File: src/rtl/mrnd_pkg.sv
package mrnd_pkg;

    typedef enum logic [1:0] {
        RC_NEAREST = 2'b00,
        RC_TO_NEG  = 2'b01,
        RC_TO_POS  = 2'b10,
        RC_CHOP    = 2'b11
    } rc_mode_e;

    typedef enum logic [1:0] {
        PC_SHORT = 2'b00,
        PC_RSVD  = 2'b01,
        PC_MID   = 2'b10,
        PC_FULL  = 2'b11
    } pc_code_e;

    // number of extended bits (mantissa plus guard/round/sticky) below the kept LSB
    function automatic int unsigned drop_count(input int unsigned w, input int unsigned p);
        return w - p + 3;
    endfunction

endpackage

File: src/rtl/mrnd_prec_sel.sv
module mrnd_prec_sel
    import mrnd_pkg::*;
#(
    parameter int unsigned W     = 64,
    parameter int unsigned P_LO  = 24,
    parameter int unsigned P_MID = 53,
    parameter int unsigned SW    = 7
) (
    input  logic [1:0]    pc_i,
    output logic [SW-1:0] drop_o
);

    logic [SW-1:0] drop_tbl [4];

    generate
        for (genvar c = 0; c < 4; c++) begin : g_code
            localparam int unsigned PW = (c == int'(PC_SHORT)) ? P_LO :
                                         (c == int'(PC_MID))   ? P_MID : W;
            assign drop_tbl[c] = SW'(drop_count(W, PW));
        end
    endgenerate

    assign drop_o = drop_tbl[pc_i];

endmodule

File: src/rtl/mrnd_decide.sv
module mrnd_decide
    import mrnd_pkg::*;
#(
    parameter int unsigned EW = 67,
    parameter int unsigned SW = 7
) (
    input  logic [EW-1:0] ext_i,
    input  logic [SW-1:0] drop_i,
    input  logic [1:0]    rc_i,
    input  logic          sign_i,
    output logic          inexact_o,
    output logic          incr_o
);

    localparam logic [EW-1:0] ONE = {{(EW-1){1'b0}}, 1'b1};

    logic [EW-1:0] lsb_m;
    logic [EW-1:0] half_m;
    logic [EW-1:0] rest_m;
    logic          lsb_b;
    logic          half_b;
    logic          rest_b;

    always_comb begin
        lsb_m     = ONE << drop_i;
        half_m    = lsb_m >> 1;
        rest_m    = half_m - ONE;
        lsb_b     = |(ext_i & lsb_m);
        half_b    = |(ext_i & half_m);
        rest_b    = |(ext_i & rest_m);
        inexact_o = half_b | rest_b;
        case (rc_mode_e'(rc_i))
            RC_NEAREST: incr_o = half_b & (rest_b | lsb_b);
            RC_TO_NEG:  incr_o = inexact_o & sign_i;
            RC_TO_POS:  incr_o = inexact_o & ~sign_i;
            default:    incr_o = 1'b0;
        endcase
    end

endmodule

File: src/rtl/mrnd_incr.sv
module mrnd_incr #(
    parameter int unsigned W  = 64,
    parameter int unsigned EW = 67,
    parameter int unsigned SW = 7
) (
    input  logic [EW-1:0] ext_i,
    input  logic [SW-1:0] drop_i,
    input  logic          incr_i,
    output logic [W-1:0]  mant_o,
    output logic          carry_o
);

    localparam logic [EW-1:0] ONE = {{(EW-1){1'b0}}, 1'b1};

    logic [EW-1:0] lsb_m;
    logic [EW-1:0] keep_m;
    logic [EW:0]   sum;

    always_comb begin
        lsb_m   = ONE << drop_i;
        keep_m  = ~(lsb_m - ONE);
        sum     = {1'b0, ext_i & keep_m} + (incr_i ? {1'b0, lsb_m} : '0);
        carry_o = sum[EW];
        mant_o  = carry_o ? {1'b1, {(W-1){1'b0}}} : sum[EW-1:3];
    end

endmodule

File: src/rtl/mrnd_top.sv
module mrnd_top #(
    parameter int unsigned W     = 64,
    parameter int unsigned P_LO  = 24,
    parameter int unsigned P_MID = 53
) (
    input  logic         clk,
    input  logic         rst_n,
    input  logic [W-1:0] mant_i,
    input  logic         guard_i,
    input  logic         round_i,
    input  logic         sticky_i,
    input  logic         sign_i,
    input  logic [1:0]   rc_i,
    input  logic [1:0]   pc_i,
    output logic [W-1:0] mant_o,
    output logic         exp_inc_o,
    output logic         inexact_o,
    output logic         round_up_o
);

    localparam int unsigned EW = W + 3;
    localparam int unsigned SW = $clog2(EW + 1);

    typedef struct packed {
        logic [W-1:0] mant;
        logic         exp_inc;
        logic         inexact;
        logic         round_up;
    } res_t;

    res_t st_d;
    res_t st_q;

    logic [EW-1:0] ext;
    logic [SW-1:0] drop;
    logic          inx;
    logic          incr;
    logic [W-1:0]  rnd_mant;
    logic          carry;

    assign ext = {mant_i, guard_i, round_i, sticky_i};

    mrnd_prec_sel #(.W(W), .P_LO(P_LO), .P_MID(P_MID), .SW(SW)) sel_i (
        .pc_i   (pc_i),
        .drop_o (drop)
    );

    mrnd_decide #(.EW(EW), .SW(SW)) dec_i (
        .ext_i     (ext),
        .drop_i    (drop),
        .rc_i      (rc_i),
        .sign_i    (sign_i),
        .inexact_o (inx),
        .incr_o    (incr)
    );

    mrnd_incr #(.W(W), .EW(EW), .SW(SW)) inc_i (
        .ext_i   (ext),
        .drop_i  (drop),
        .incr_i  (incr),
        .mant_o  (rnd_mant),
        .carry_o (carry)
    );

    always_comb begin
        st_d          = st_q;
        st_d.mant     = rnd_mant;
        st_d.exp_inc  = carry;
        st_d.inexact  = inx;
        st_d.round_up = incr;
    end

    always_ff @(posedge clk) begin
        if (!rst_n) begin
            st_q <= '0;
        end else begin
            st_q <= st_d;
        end
    end

    assign mant_o     = st_q.mant;
    assign exp_inc_o  = st_q.exp_inc;
    assign inexact_o  = st_q.inexact;
    assign round_up_o = st_q.round_up;

endmodule

File: config.mk
export PLATFORM = sky130hd
export DESIGN_NAME = mrnd_top
export DESIGN_NICKNAME = d
export VERILOG_FILES = /design/src/rtl/mrnd_pkg.sv /design/src/rtl/mrnd_prec_sel.sv /design/src/rtl/mrnd_decide.sv /design/src/rtl/mrnd_incr.sv /design/src/rtl/mrnd_top.sv
export SDC_FILE = /design/constraint.sdc
export NUM_CORES = 1
export LEC_CHECK = 0
export BUFFER_PORTS_ARGS = -buffer_cell sky130_fd_sc_hd__clkbuf_2
export CAP_MARGIN = 20
export CORE_MARGIN = 10
export CORE_UTILIZATION = 54
export DETAILED_ROUTE_END_ITERATION = 16
export HOLD_SLACK_MARGIN = 0.02
export PLACE_DENSITY = 0.86
export SETUP_SLACK_MARGIN = 0.5
export SYNTH_ARGS = -nofsm -noshare
export SYNTH_HDL_FRONTEND = slang
export SYNTH_SLANG_ARGS = --single-unit
export TNS_END_PERCENT = 1
File: constraint.sdc
create_clock -name clk -period 8.4 [get_ports clk]
set_input_delay 0.84 -clock clk [delete_from_list [all_inputs] [get_ports clk]]
set_output_delay 0.84 -clock clk [all_outputs]
set_load 0.02 [all_outputs]
# Word level (Yosys, flattened, before mapping)
# Index checks and enable logic that the tools add are counted.
# op_classes
shift,1
order_cmp,1
add_sub_neg,3
bitwise,13
n_reduce_logical,5
mux,6
n_eq_ne,2
# op_table
cell,count
67-bit AND,3
67-bit OR reduction,3
67-bit by 68-bit adder with 68-bit output,1
67-bit by 66-bit AND with 67-bit output,1
67-bit 2-to-1 mux,1
67-bit NOT,1
"1-bit by 7-bit left shift with 67-bit output, first input constant",1
"66-bit by 1-bit subtractor with 67-bit output, second input constant",1
"67-bit by 1-bit subtractor with 67-bit output, second input constant",1
64-bit 2-to-1 mux,1
7-bit binary-select mux with 2-bit select,1
7-bit 2-to-1 mux,2
1-bit AND,3
"3-bit greater-or-equal comparator, second input constant",1
2-bit NOT with 3-bit output,1
1-bit case mux with 3 select lines,1
"2-bit by 1-bit == test with 1-bit output, second input constant",1
"2-bit == test, second input constant",1
2-bit zero test,1
1-bit NOT,2
1-bit bitwise OR,2
2-bit OR reduction,1
# totals
elab_cells,36
register_bits,67

# Logic depth before layout (Yosys ltp)
# Gate-level depths: netlist of run 1.
# depth
word_depth,14
depth_mapped,18
ltp_nobuf,14

# Cells and area by module
# A second synthesis of run 1 with hierarchy kept.
# hier_totals
hier_cells,1733
hier_area_um2,11577.4
# modules_own_cells
module,n_inst,area_per_inst_um2,cells_per_inst
mrnd_incr,1,6438.7,1068
mrnd_decide,1,3271.9,515
mrnd_top,1,1816.7,141
mrnd_prec_sel,1,50.0,9

# Least setup slack after synthesis of run 1
# No wires, ideal clock.
# synth_timing
kind,input to register
start,in pc_i[0]
end,"reg st_q, in the netlist mant_o[42]"
setup_ps,119
arrival_time_ps,4253
required_ps,8281
path_slack_ps,4028
cell_stages,18
n_path_buf,5
path_cell_list,buf_2 > clkbuf_1 > inv_1 > ha_1 > clkbuf_1 > a21oi_1 > a21boi_0 > o221ai_1 > nor3b_1 > ha_1 > and4b_1 > nand4_1 > o21ai_2 > a41oi_4 > o31ai_1 > buf_2 > buf_2 > nor2_1
# synth_via
elab_chain_len,14
word_cells_on_any_way,24
# synth_lines
item,line_no,source
"start, declared",mrnd_top.sv:14,"input logic [1:0] pc_i,"
2-bit NOT with 3-bit output (not written as such) *,mrnd_prec_sel.sv:23,assign drop_o = drop_tbl[pc_i];
7-bit binary-select mux with 2-bit select *,mrnd_prec_sel.sv:23,
7-bit 2-to-1 mux (not written as such) * (2 in a row),mrnd_prec_sel.sv:23,
1-bit by 7-bit left shift with 67-bit output *,"mrnd_decide.sv:25, mrnd_incr.sv:20",
66-bit by 1-bit subtractor with 67-bit output,mrnd_decide.sv:27,rest_m = half_m - ONE;
67-bit AND,mrnd_decide.sv:30,rest_b = |(ext_i & rest_m);
67-bit OR reduction,mrnd_decide.sv:30,
"1-bit bitwise OR, on equally long branches","mrnd_decide.sv:31, mrnd_decide.sv:33",
"1-bit AND, on equally long branches","mrnd_decide.sv:35, mrnd_decide.sv:33, mrnd_decide.sv:34",
1-bit case mux with 3 select lines,mrnd_decide.sv:32,case (rc_mode_e'(rc_i))
67-bit 2-to-1 mux,mrnd_incr.sv:22,"sum = {1'b0, ext_i & keep_m} + (incr_i ? {1'b0, lsb_m} : '0);"
67-bit by 68-bit adder with 68-bit output *,mrnd_incr.sv:22,
2-bit OR reduction (no line),-,
"end signal, assigned",mrnd_top.sv:77,st_q <= st_d;
"end, declared",mrnd_top.sv:32,res_t st_q;
# Every way passes the cells marked *; elsewhere a longest branch is shown, timed or not. The select of a mux whose other input is x is not followed.
# A chain may end at the register's enable or synchronous reset.

# Final worst setup path of run 1
# layout_timing
start,in mant_i[10]
end,"reg st_q, in the netlist mant_o[44]"
# layout_via
elab_chain_len,8
word_cells_on_any_way,16
# layout_lines
item,line_no,source
"start, declared",mrnd_top.sv:8,"input logic [W-1:0] mant_i,"
67-bit by 66-bit AND with 67-bit output (tied with other cells),mrnd_decide.sv:29,half_b = |(ext_i & half_m);
"67-bit OR reduction, on equally long branches","mrnd_decide.sv:29, mrnd_decide.sv:28, mrnd_decide.sv:30",
"1-bit bitwise OR, on equally long branches","mrnd_decide.sv:31, mrnd_decide.sv:33",
"1-bit AND, on equally long branches","mrnd_decide.sv:35, mrnd_decide.sv:33, mrnd_decide.sv:34",
1-bit case mux with 3 select lines,mrnd_decide.sv:32,
67-bit 2-to-1 mux,mrnd_incr.sv:22,
67-bit by 68-bit adder with 68-bit output *,mrnd_incr.sv:22,
2-bit OR reduction (no line),-,
# Every way passes the cells marked *; elsewhere a longest branch is shown, timed or not.

==> results of run 1 <==
[worst min-delay path by stage]
stage               cells past startpoint        from  slack (ps)         end
global route                            3  mant_i[50]         770  mant_o[50]
detailed placement                      3  mant_i[60]        1110  mant_o[60]
CTS                                     3  mant_i[60]         750  mant_o[60]
floorplan                               1       rst_n         970  mant_o[63]
finish                                  3  mant_i[60]         760  mant_o[60]
global placement                        3  mant_i[51]        1110  mant_o[51]
[synth_stat cells, types with 6 or more instances]
master,instances,area [um2]
sky130_fd_sc_hd__dfxtp_1,67,1340
sky130_fd_sc_hd__xor2_1,19,166
sky130_fd_sc_hd__nor2b_1,7,43.8
sky130_fd_sc_hd__o21ai_0,19,95.1
sky130_fd_sc_hd__or4_1,6,45.0
sky130_fd_sc_hd__xnor2_1,20,175
sky130_fd_sc_hd__a21oi_1,31,155
sky130_fd_sc_hd__nor3_1,29,145
sky130_fd_sc_hd__or3_1,14,87.6
sky130_fd_sc_hd__inv_1,15,56.3
sky130_fd_sc_hd__and2_1,10,62.6
sky130_fd_sc_hd__clkbuf_1,12,45.0
sky130_fd_sc_hd__ha_1,15,188
sky130_fd_sc_hd__nor4_1,20,125
sky130_fd_sc_hd__nand4_1,17,106
sky130_fd_sc_hd__nand2_1,38,143
sky130_fd_sc_hd__nor2_1,35,131
sky130_fd_sc_hd__o31ai_1,10,75.1
sky130_fd_sc_hd__nand3_1,19,95.1
sky130_fd_sc_hd__buf_2,7,35.0
[where the power goes]
group	internal [uW]	switching [uW]	leakage, uW
Combinational	65.4	119	0.00149
Sequential	339	6.00	0.000556
Clock	144	124	0.0000991
Total	548	248	0.00215
[metal layers]
layer  part of all wire  wire, um  GRT usage  vias to the layer above
li1                   -         -          -                     2044
met1               0.40      4870      0.245                     1934
met2               0.49      6050      0.363                      212
met5                  0         0          0                        -
met4              0.029       360     0.0880                        0
met3              0.082      1010     0.0658                       38
[worst max-delay path, stage by stage]
cell and delay, ps:
sky130_fd_sc_hd__clkbuf_2 140, sky130_fd_sc_hd__nor4_1 390, sky130_fd_sc_hd__nand4_1 130, sky130_fd_sc_hd__o21ai_0 410, sky130_fd_sc_hd__a21boi_0 160, sky130_fd_sc_hd__o221ai_1 420
sky130_fd_sc_hd__nor3b_1 110, sky130_fd_sc_hd__ha_1 340, sky130_fd_sc_hd__and4b_1 240, sky130_fd_sc_hd__nand4_1 190, sky130_fd_sc_hd__o21ai_2 550, sky130_fd_sc_hd__a41oi_4 420
sky130_fd_sc_hd__o31ai_4 990, sky130_fd_sc_hd__buf_4 460, sky130_fd_sc_hd__nor2_1 120
[stage by stage]
step                      worst slack [ps]  instances  total power (uW)  hold WS [ps]
after floorplan                       4030        494               463           973
after global placement                2720        713               529          1110
after detailed placement              2450        713               533          1110
after CTS                             2800        729               797           751
after global routing                  2230        729               835           766
final                                 2660        729               796           758
[logic make-up after synthesis]
kind of cell	synth area share
flops	0.338
buf+inv	0.0439
compound gates	0.157
xor+xnor	0.0862
simple gates	0.315
mux	0.00505
fa+ha+maj	0.0524
other cells	0.00190
[layout make-up]
class                           instances  area [um2]
Timing Repair Buffer                  143         723
Tap cell                               99         124
Fill cell                             597        2240
Multi-Input combinational cell        388        2490
Clock inverter                          5        52.6
Clock buffer                           11         141
Inverter                               16        60.1
Sequential cell                        67        1340
[sequential cells by signal (all words and copies together) (netlist names)]
register,cells
inexact_o,1
round_up_o,1
exp_inc_o,1
mant_o,64
[cells in the final DEF (no fill, tap or decap), drive strengths merged, types with 2 or more instances in the layout]
cell | Yosys | routed
mux2i | 2 | 2
nand3 | 19 | 19
nand4b | 2 | 2
and3 | 6 | 6
nand2b | 3 | 3
clkinv | 1 | 4
nor2 | 36 | 36
ha | 15 | 15
o21ai | 22 | 22
nand2 | 38 | 38
xor2 | 19 | 19
nor3b | 3 | 3
a21o | 3 | 3
or3 | 14 | 14
xnor2 | 20 | 20
conb | 2 | 10
or4 | 6 | 6
o31ai | 10 | 10
and4b | 3 | 3
clkbuf | 12 | 151
nand4 | 19 | 19
dfxtp | 67 | 67
a31o | 3 | 3
nor3 | 29 | 29
o311a | 2 | 2
a31oi | 5 | 5
a21boi | 2 | 2
or2 | 5 | 5
a41oi | 2 | 2
buf | 11 | 3
a21oi | 31 | 31
inv | 15 | 15
o221ai | 2 | 2
and4 | 5 | 5
nor2b | 7 | 7
o2111ai | 2 | 2
o21a | 2 | 2
nor4 | 21 | 21
and2 | 11 | 11
==> results.toml, run 1 <==
[outcome]
status = "finished clean"

[floorplan]
area_of_the_core_region_um2 = 7180
initial_core_util = 0.552
die-width_um = 106
fp-row-count = 31
dieHeight_um = 106
dieArea_um2 = 11200
num_io_pins = 141

[detailed_routing]
detailroute.via_count = 4228
wl_per_cell_um = 16.9
vias_per_cell = 5.80
drt_pre_antenna_iters = 7
ant_nets = 0
dr.first_iter.drc_count = 352
drt_wl_total_um = 12300
post-route-drc-count = 0

[flow_run]
max_cap_violations = 0

[timing]
unrepaired_setup_endpoints_after_global_routing = "false"
worstMarginPinSlew_ps = 1040
tns_ps = 0
timing.final.max_slew_violations = 0
final.min_clock_period_ps = 5740
slew_headroom = 0.309
finalHoldViolations = 0
setup_viol = 0
fmax_mhz = 174
min_period_over_period = 0.683

[cells_and_area]
layout-drive-gt1-share = 0.279
diodes = 0
post-route-util = 0.688
area_growth_syn_to_layout_pct = 24.5
postLayoutCellArea_um2 = 4930
final_nets = 715

[setup_path]
criticalPathCategory = "in -> reg"
cp_startpoint = "mant_i[10]"
worstPathRequired_ps = 8610
path_max_fanout = 29
worstSetupEndpointType = "flip-flop"
worst_setup_path_endpoint = "mant_o[44]"
worstSetupStartpointType = "input pin"
critical_path_arrival_ps = 5950

[synthesis]
area_of_the_mapped_netlist_um2 = 3960
post_synth_inst_count = 486
syn_avg_cell_area_um2 = 8.15
post_synth_arst_share = 0
ys_dominant_reg_cell = "sky130_fd_sc_hd__dfxtp_1"
synth_enable_flop_cells = 0
synth-seq-area-share = 0.338
ys_warn_count = 0
yosys.cell_types.count = 59
yosys_register_bits = 67

[global_route]
first_global_vias = 4114
grt_start_max_net_pins = 30
grt_overflow_total = 0
antenna_found_initial = 0
global_route.usage.total = 0.214
grt_pass1_wl_um = 20100

[clock_tree]
tritoncts = "done"
postCtsSetupRepairBufs = 0
cts_hold_buf = 0
worst_setup_hold_path_clk_slew_ps = 70
cts_made_buffers = 9
max-clock-path-buffers = 2
clock-root-buffer = "sky130_fd_sc_hd__clkbuf_8"
ctsResizeCount = 0
cts.sink_count = 67
h_tree_lvl_count = 3

[pwr]
leakage_uw = 0.00215
cellPowerDensity_nw_per_um2 = 161
vdd.ir_drop.worst_v = 0.0000829

[place]
portBuffers = 140
gpl.final_weighted_congestion = 0.985
place_area_um2 = 4740
place_hpwl_um = 9670

[hold_path]
hold_path_class = "in -> reg"
No activity file was read; power rests on OpenSTA's default activity.
==> run 2, diff against run 1 <==
Settings changed: CORE_UTILIZATION 54 to 50, PLACE_DENSITY 0.86 to 0.8.
Clock period 8.4 ns to 5.65 ns, I/O delays scaled along.
==> results.toml, run 2 (synthesis results as in run 1) <==
[outcome]
status = "finished clean"

[clock_tree]
tritoncts = "done"
clock-root-buffer = "sky130_fd_sc_hd__clkbuf_8"
cts.sink_count = 67
worst_setup_hold_path_clk_slew_ps = 70
cts_made_buffers = 9
h_tree_lvl_count = 3
postCtsSetupRepairBufs = 0
cts_hold_buf = 0
ctsResizeCount = 0
max-clock-path-buffers = 2

[setup_path]
path_max_fanout = 42
worstSetupEndpointType = "flip-flop"
worstPathRequired_ps = 5870
critical_path_arrival_ps = 4790
worstSetupStartpointType = "input pin"
criticalPathCategory = "in -> reg"

[timing]
min_period_over_period = 0.810
worstMarginPinSlew_ps = 836
finalHoldViolations = 0
timing.final.ws_setup_ps = 1070
slew_headroom = 0.441
finalHoldWorstSlack_ps = 482
final.min_clock_period_ps = 4580
timing.final.max_slew_violations = 0
tns_ps = 0
unrepaired_setup_endpoints_after_global_routing = "false"
setup_viol = 0
fmax_mhz = 218

[hold_path]
worstHoldPathCells = 3
hold_path_class = "in -> reg"
worst_hold_path_ep = "mant_o[59]"
hold_path.startpoint = "mant_i[59]"

[cells_and_area]
commonest_non_fill_non_tap_cell_in_the_layout = "sky130_fd_sc_hd__clkbuf_2"
diodes = 0
area_growth_syn_to_layout_pct = 24.2
layout.cells.most_common_list = "140 x sky130_fd_sc_hd__clkbuf_2, 67 x sky130_fd_sc_hd__dfxtp_1, 38 x sky130_fd_sc_hd__nand2_1"
layout-drive-gt1-share = 0.280
final_nets = 717
final.fill_count = 702
largest_register_ff_count = 64

[detailed_routing]
detailroute.via_count = 4132
post-route-drc-count = 0
drt_wl_total_um = 12400
drt_pre_antenna_iters = 4
vias_per_cell = 5.63
dr.first_iter.drc_count = 278
wl_per_cell_um = 16.8
ant_nets = 0

[floorplan]
fp-row-count = 32
area_of_the_core_region_um2 = 7730
num_io_pins = 141
dieArea_um2 = 11900
initial_core_util = 0.513
dieHeight_um = 109
die-width_um = 109

[pwr]
cellPowerDensity_nw_per_um2 = 230
leakage_uw = 0.00214
vdd.ir_drop.worst_v = 0.000201

[place]
gpl.final_weighted_congestion = 0.947
portBuffers = 140
place_hpwl_um = 9720
preCtsSetupSlack_ps = 842

[global_route]
antenna_found_initial = 0
global_route.usage.total = 0.204
grt_start_max_net_pins = 43
grt_overflow_total = 0
first_global_vias = 4146
grt_pass1_wl_um = 19800

[flow_run]
max_cap_violations = 0
[run 2: cell count changes in the layout (fill, tap and decap cells not counted)]
cell,delta
sky130_fd_sc_hd__bufinv_16,-1
sky130_fd_sc_hd__clkbuf_1,+1
sky130_fd_sc_hd__clkinvlp_4,+1
sky130_fd_sc_hd__clkbuf_8,-1
sky130_fd_sc_hd__buf_4,+2
[run 2: worst max-delay path: stages]
cell                       delay (ps)
sky130_fd_sc_hd__clkbuf_2         140
sky130_fd_sc_hd__nor4_1           410
sky130_fd_sc_hd__nand4_1          140
sky130_fd_sc_hd__o21ai_0          500
sky130_fd_sc_hd__a21boi_0         170
sky130_fd_sc_hd__o221ai_1         410
sky130_fd_sc_hd__nor3b_1          120
sky130_fd_sc_hd__ha_1             350
sky130_fd_sc_hd__and4b_1          230
sky130_fd_sc_hd__nand4_1          180
sky130_fd_sc_hd__o21ai_2          160
sky130_fd_sc_hd__buf_4            220
sky130_fd_sc_hd__a41oi_4          310
sky130_fd_sc_hd__o31ai_4          340
sky130_fd_sc_hd__buf_4            420
sky130_fd_sc_hd__nor2_1           110
[run 2: power breakdown]
part	internal [uW]	leakage [uW]	total [uW]	switching, uW
registers	504	0.000556	513	9.17
clock network	157	0.0000791	345	188
logic	98.0	0.00150	273	175
total	759	0.00214	1130	372
[run 2: how the worst max path moves through the flow]
stage | from | depth (start not counted) | to
after floorplan | pc_i[0] | 18 | mant_o[42]
after global placement | mant_i[10] | 16 | mant_o[6]
after detailed placement | mant_i[10] | 16 | mant_o[5]
after CTS | mant_i[10] | 16 | mant_o[38]
after global routing | mant_i[10] | 14 | mant_o[53]
final | mant_i[10] | 16 | mant_o[5]
[run 2: through the flow]
step / instances / instance area (um2) / total power [uW] / utilization
after floorplan: 494 / 3990 / 688 / -
after global placement: 718 / 4760 / 790 / 0.616
after detailed placement: 718 / 4760 / 795 / 0.616
after CTS: 734 / 4920 / 1140 / 0.637
after global routing: 734 / 4920 / 1190 / 0.637
final: 734 / 4920 / 1130 / 0.637
[run 2: cell type report]
class,count,area (um2),area share
multi-input combinational,388,2490,0.506
sequential,67,1340,0.273
timing repair buffer,145,738,0.150
clock buffer,11,131,0.0267
tap,102,128,0.0259
inverter,16,60.1,0.0122
clock inverter,5,30.0,0.00610
[run 2: routing by layer]
| layer | routed length [um] | up-vias | track usage |
|---|---|---|---|
| li1 | - | 2044 | - |
| met1 | 4970 | 1935 | 0.230 |
| met5 | 0 | - | 0 |
| met3 | 1000 | 16 | 0.0608 |
| met2 | 6180 | 137 | 0.358 |
| met4 | 202 | 0 | 0.0669 |
==> run 3, diff against run 2 <==
Clock period 5.65 ns to 4.25 ns, I/O delays scaled along.
==> results.toml, run 3 (synthesis results as in run 1) <==
[outcome]
status = "finished clean"

[timing]
final.min_clock_period_ps = 3600
tns_ps = 0
finalHoldViolations = 0
setup_viol = 0
timing.final.max_slew_violations = 0
slew_headroom = 0.503
unrepaired_setup_endpoints_after_global_routing = "true"
fmax_mhz = 278
min_period_over_period = 0.847
worstMarginPinSlew_ps = 742

[pwr]
vdd.ir_drop.worst_v = 0.000187
total_power_uw = 1610
leakage_uw = 0.00220
cellPowerDensity_nw_per_um2 = 320

[place]
portBuffers = 140
gpl.final_weighted_congestion = 0.964
placedCellCount = 724
place_area_um2 = 4820
place_hpwl_um = 10200

[clock_tree]
h_tree_lvl_count = 3
cts.sink_count = 67
clock-root-buffer = "sky130_fd_sc_hd__clkbuf_8"
cts_hold_buf = 0
worst_setup_hold_path_clk_slew_ps = 70
ctsResizeCount = 1
cts_made_buffers = 9
postCtsSetupRepairBufs = 0
tritoncts = "done"
max-clock-path-buffers = 2

[floorplan]
fp-row-count = 32
dieArea_um2 = 11900
num_io_pins = 141
die-width_um = 109
dieHeight_um = 109
initial_core_util = 0.513
area_of_the_core_region_um2 = 7730

[hold_path]
hold_path_class = "in -> reg"

[cells_and_area]
footprint_of_the_multi_input_gates_um2 = 2510
layout.cells.most_common_list = "140 x sky130_fd_sc_hd__clkbuf_2, 67 x sky130_fd_sc_hd__dfxtp_1, 38 x sky130_fd_sc_hd__nand2_1"
commonest_non_fill_non_tap_cell_in_the_layout = "sky130_fd_sc_hd__clkbuf_2"
final.fill_count = 707
regArea_um2 = 1340
layout-drive-gt1-share = 0.294
postLayoutCellArea_um2 = 5040
finish.cell_count_without_fillers = 738
area_growth_syn_to_layout_pct = 27.1
final_nets = 723
largest_register_ff_count = 64
diodes = 0

[global_route]
grt.met1_usage = 0.254
grt_pass1_wl_um = 20500
antenna_found_initial = 0
grt_overflow_total = 0
first_global_vias = 4152
busiest_layer = "met2"
global_route.usage.total = 0.212
grt.met2_usage = 0.365
grt.met3_usage = 0.0419
grt_start_max_net_pins = 30

[detailed_routing]
dr.first_iter.drc_count = 231
drt_wl_total_um = 12800
drt_pre_antenna_iters = 5
detailroute.via_count = 4187
post-route-drc-count = 0
wl_per_cell_um = 17.4
vias_per_cell = 5.67
ant_nets = 0

[setup_path]
cp_startpoint = "pc_i[0]"
worst_setup_path_endpoint = "mant_o[63]"
criticalPathCategory = "in -> reg"
worstPathRequired_ps = 4490
worstSetupStartpointType = "input pin"
critical_path_arrival_ps = 3840
worstSetupEndpointType = "flip-flop"
path_max_fanout = 12

[flow_run]
max_cap_violations = 0
## run 3: cell count changes in the layout (fill, tap and decap cells not counted), moves of 2 or more
cell / previous run / this run
sky130_fd_sc_hd__buf_4: 5 / 10
sky130_fd_sc_hd__clkbuf_8: 9 / 12
sky130_fd_sc_hd__clkbuf_1: 2 / 0
sky130_fd_sc_hd__clkinv_2: 3 / 1
sky130_fd_sc_hd__clkinvlp_4: 2 / 0
## run 3: cell type report
| class | instances | share of cell area |
|---|---|---|
| multi-input combinational | 388 | 0.499 |
| timing repair buffer | 151 | 0.158 |
| clock inverter | 2 | 0.00695 |
| clock buffer | 12 | 0.0328 |
| sequential | 67 | 0.266 |
| tap | 102 | 0.0253 |
| inverter | 16 | 0.0119 |
## run 3: layer usage
metal  vias to the layer above  share of wire
met3                        22          0.073
met5                         -              0
met2                       150           0.50
li1                       2049              -
met1                      1966           0.41
met4                         0          0.017
## run 3: worst min-delay path by stage
| stage | depth (start not counted) | from | slack (ps) | endpoint |
|---|---|---|---|---|
| finish | 3 | mant_i[57] | 350 | mant_o[57] |
| global route | 3 | mant_i[57] | 360 | mant_o[57] |
| CTS | 3 | mant_i[51] | 340 | mant_o[51] |
| detailed placement | 3 | mant_i[51] | 700 | mant_o[51] |
| global placement | 3 | mant_i[60] | 690 | mant_o[60] |
| floorplan | 1 | rst_n | 560 | mant_o[63] |
## run 3: stage by stage
step	hold WS [ps]	setup slack (ps)	util
floorplan	558	490	-
global placement	695	141	0.624
detailed placement	702	129	0.624
CTS	343	600	0.650
global route	358	448	0.652
finish	350	652	0.652
## run 3: power by group
part           total (uW)  internal [uW]  switching [uW]
clock network         556            312             244
logic                 375            137             238
registers             682            670            12.2
total                1610           1120             494
## run 3: critical path: stages
cell and delay [ps]:
sky130_fd_sc_hd__clkbuf_2 100, sky130_fd_sc_hd__inv_1 100, sky130_fd_sc_hd__ha_1 250, sky130_fd_sc_hd__o221ai_1 190
sky130_fd_sc_hd__a21oi_1 100, sky130_fd_sc_hd__a21boi_0 240, sky130_fd_sc_hd__o221ai_2 140, sky130_fd_sc_hd__buf_4 170
sky130_fd_sc_hd__or2_2 280, sky130_fd_sc_hd__fa_1 390, sky130_fd_sc_hd__inv_1 150, sky130_fd_sc_hd__a31oi_1 180
sky130_fd_sc_hd__o21a_1 240, sky130_fd_sc_hd__a2bb2oi_1 250, sky130_fd_sc_hd__or3_1 390, sky130_fd_sc_hd__o211a_1 240
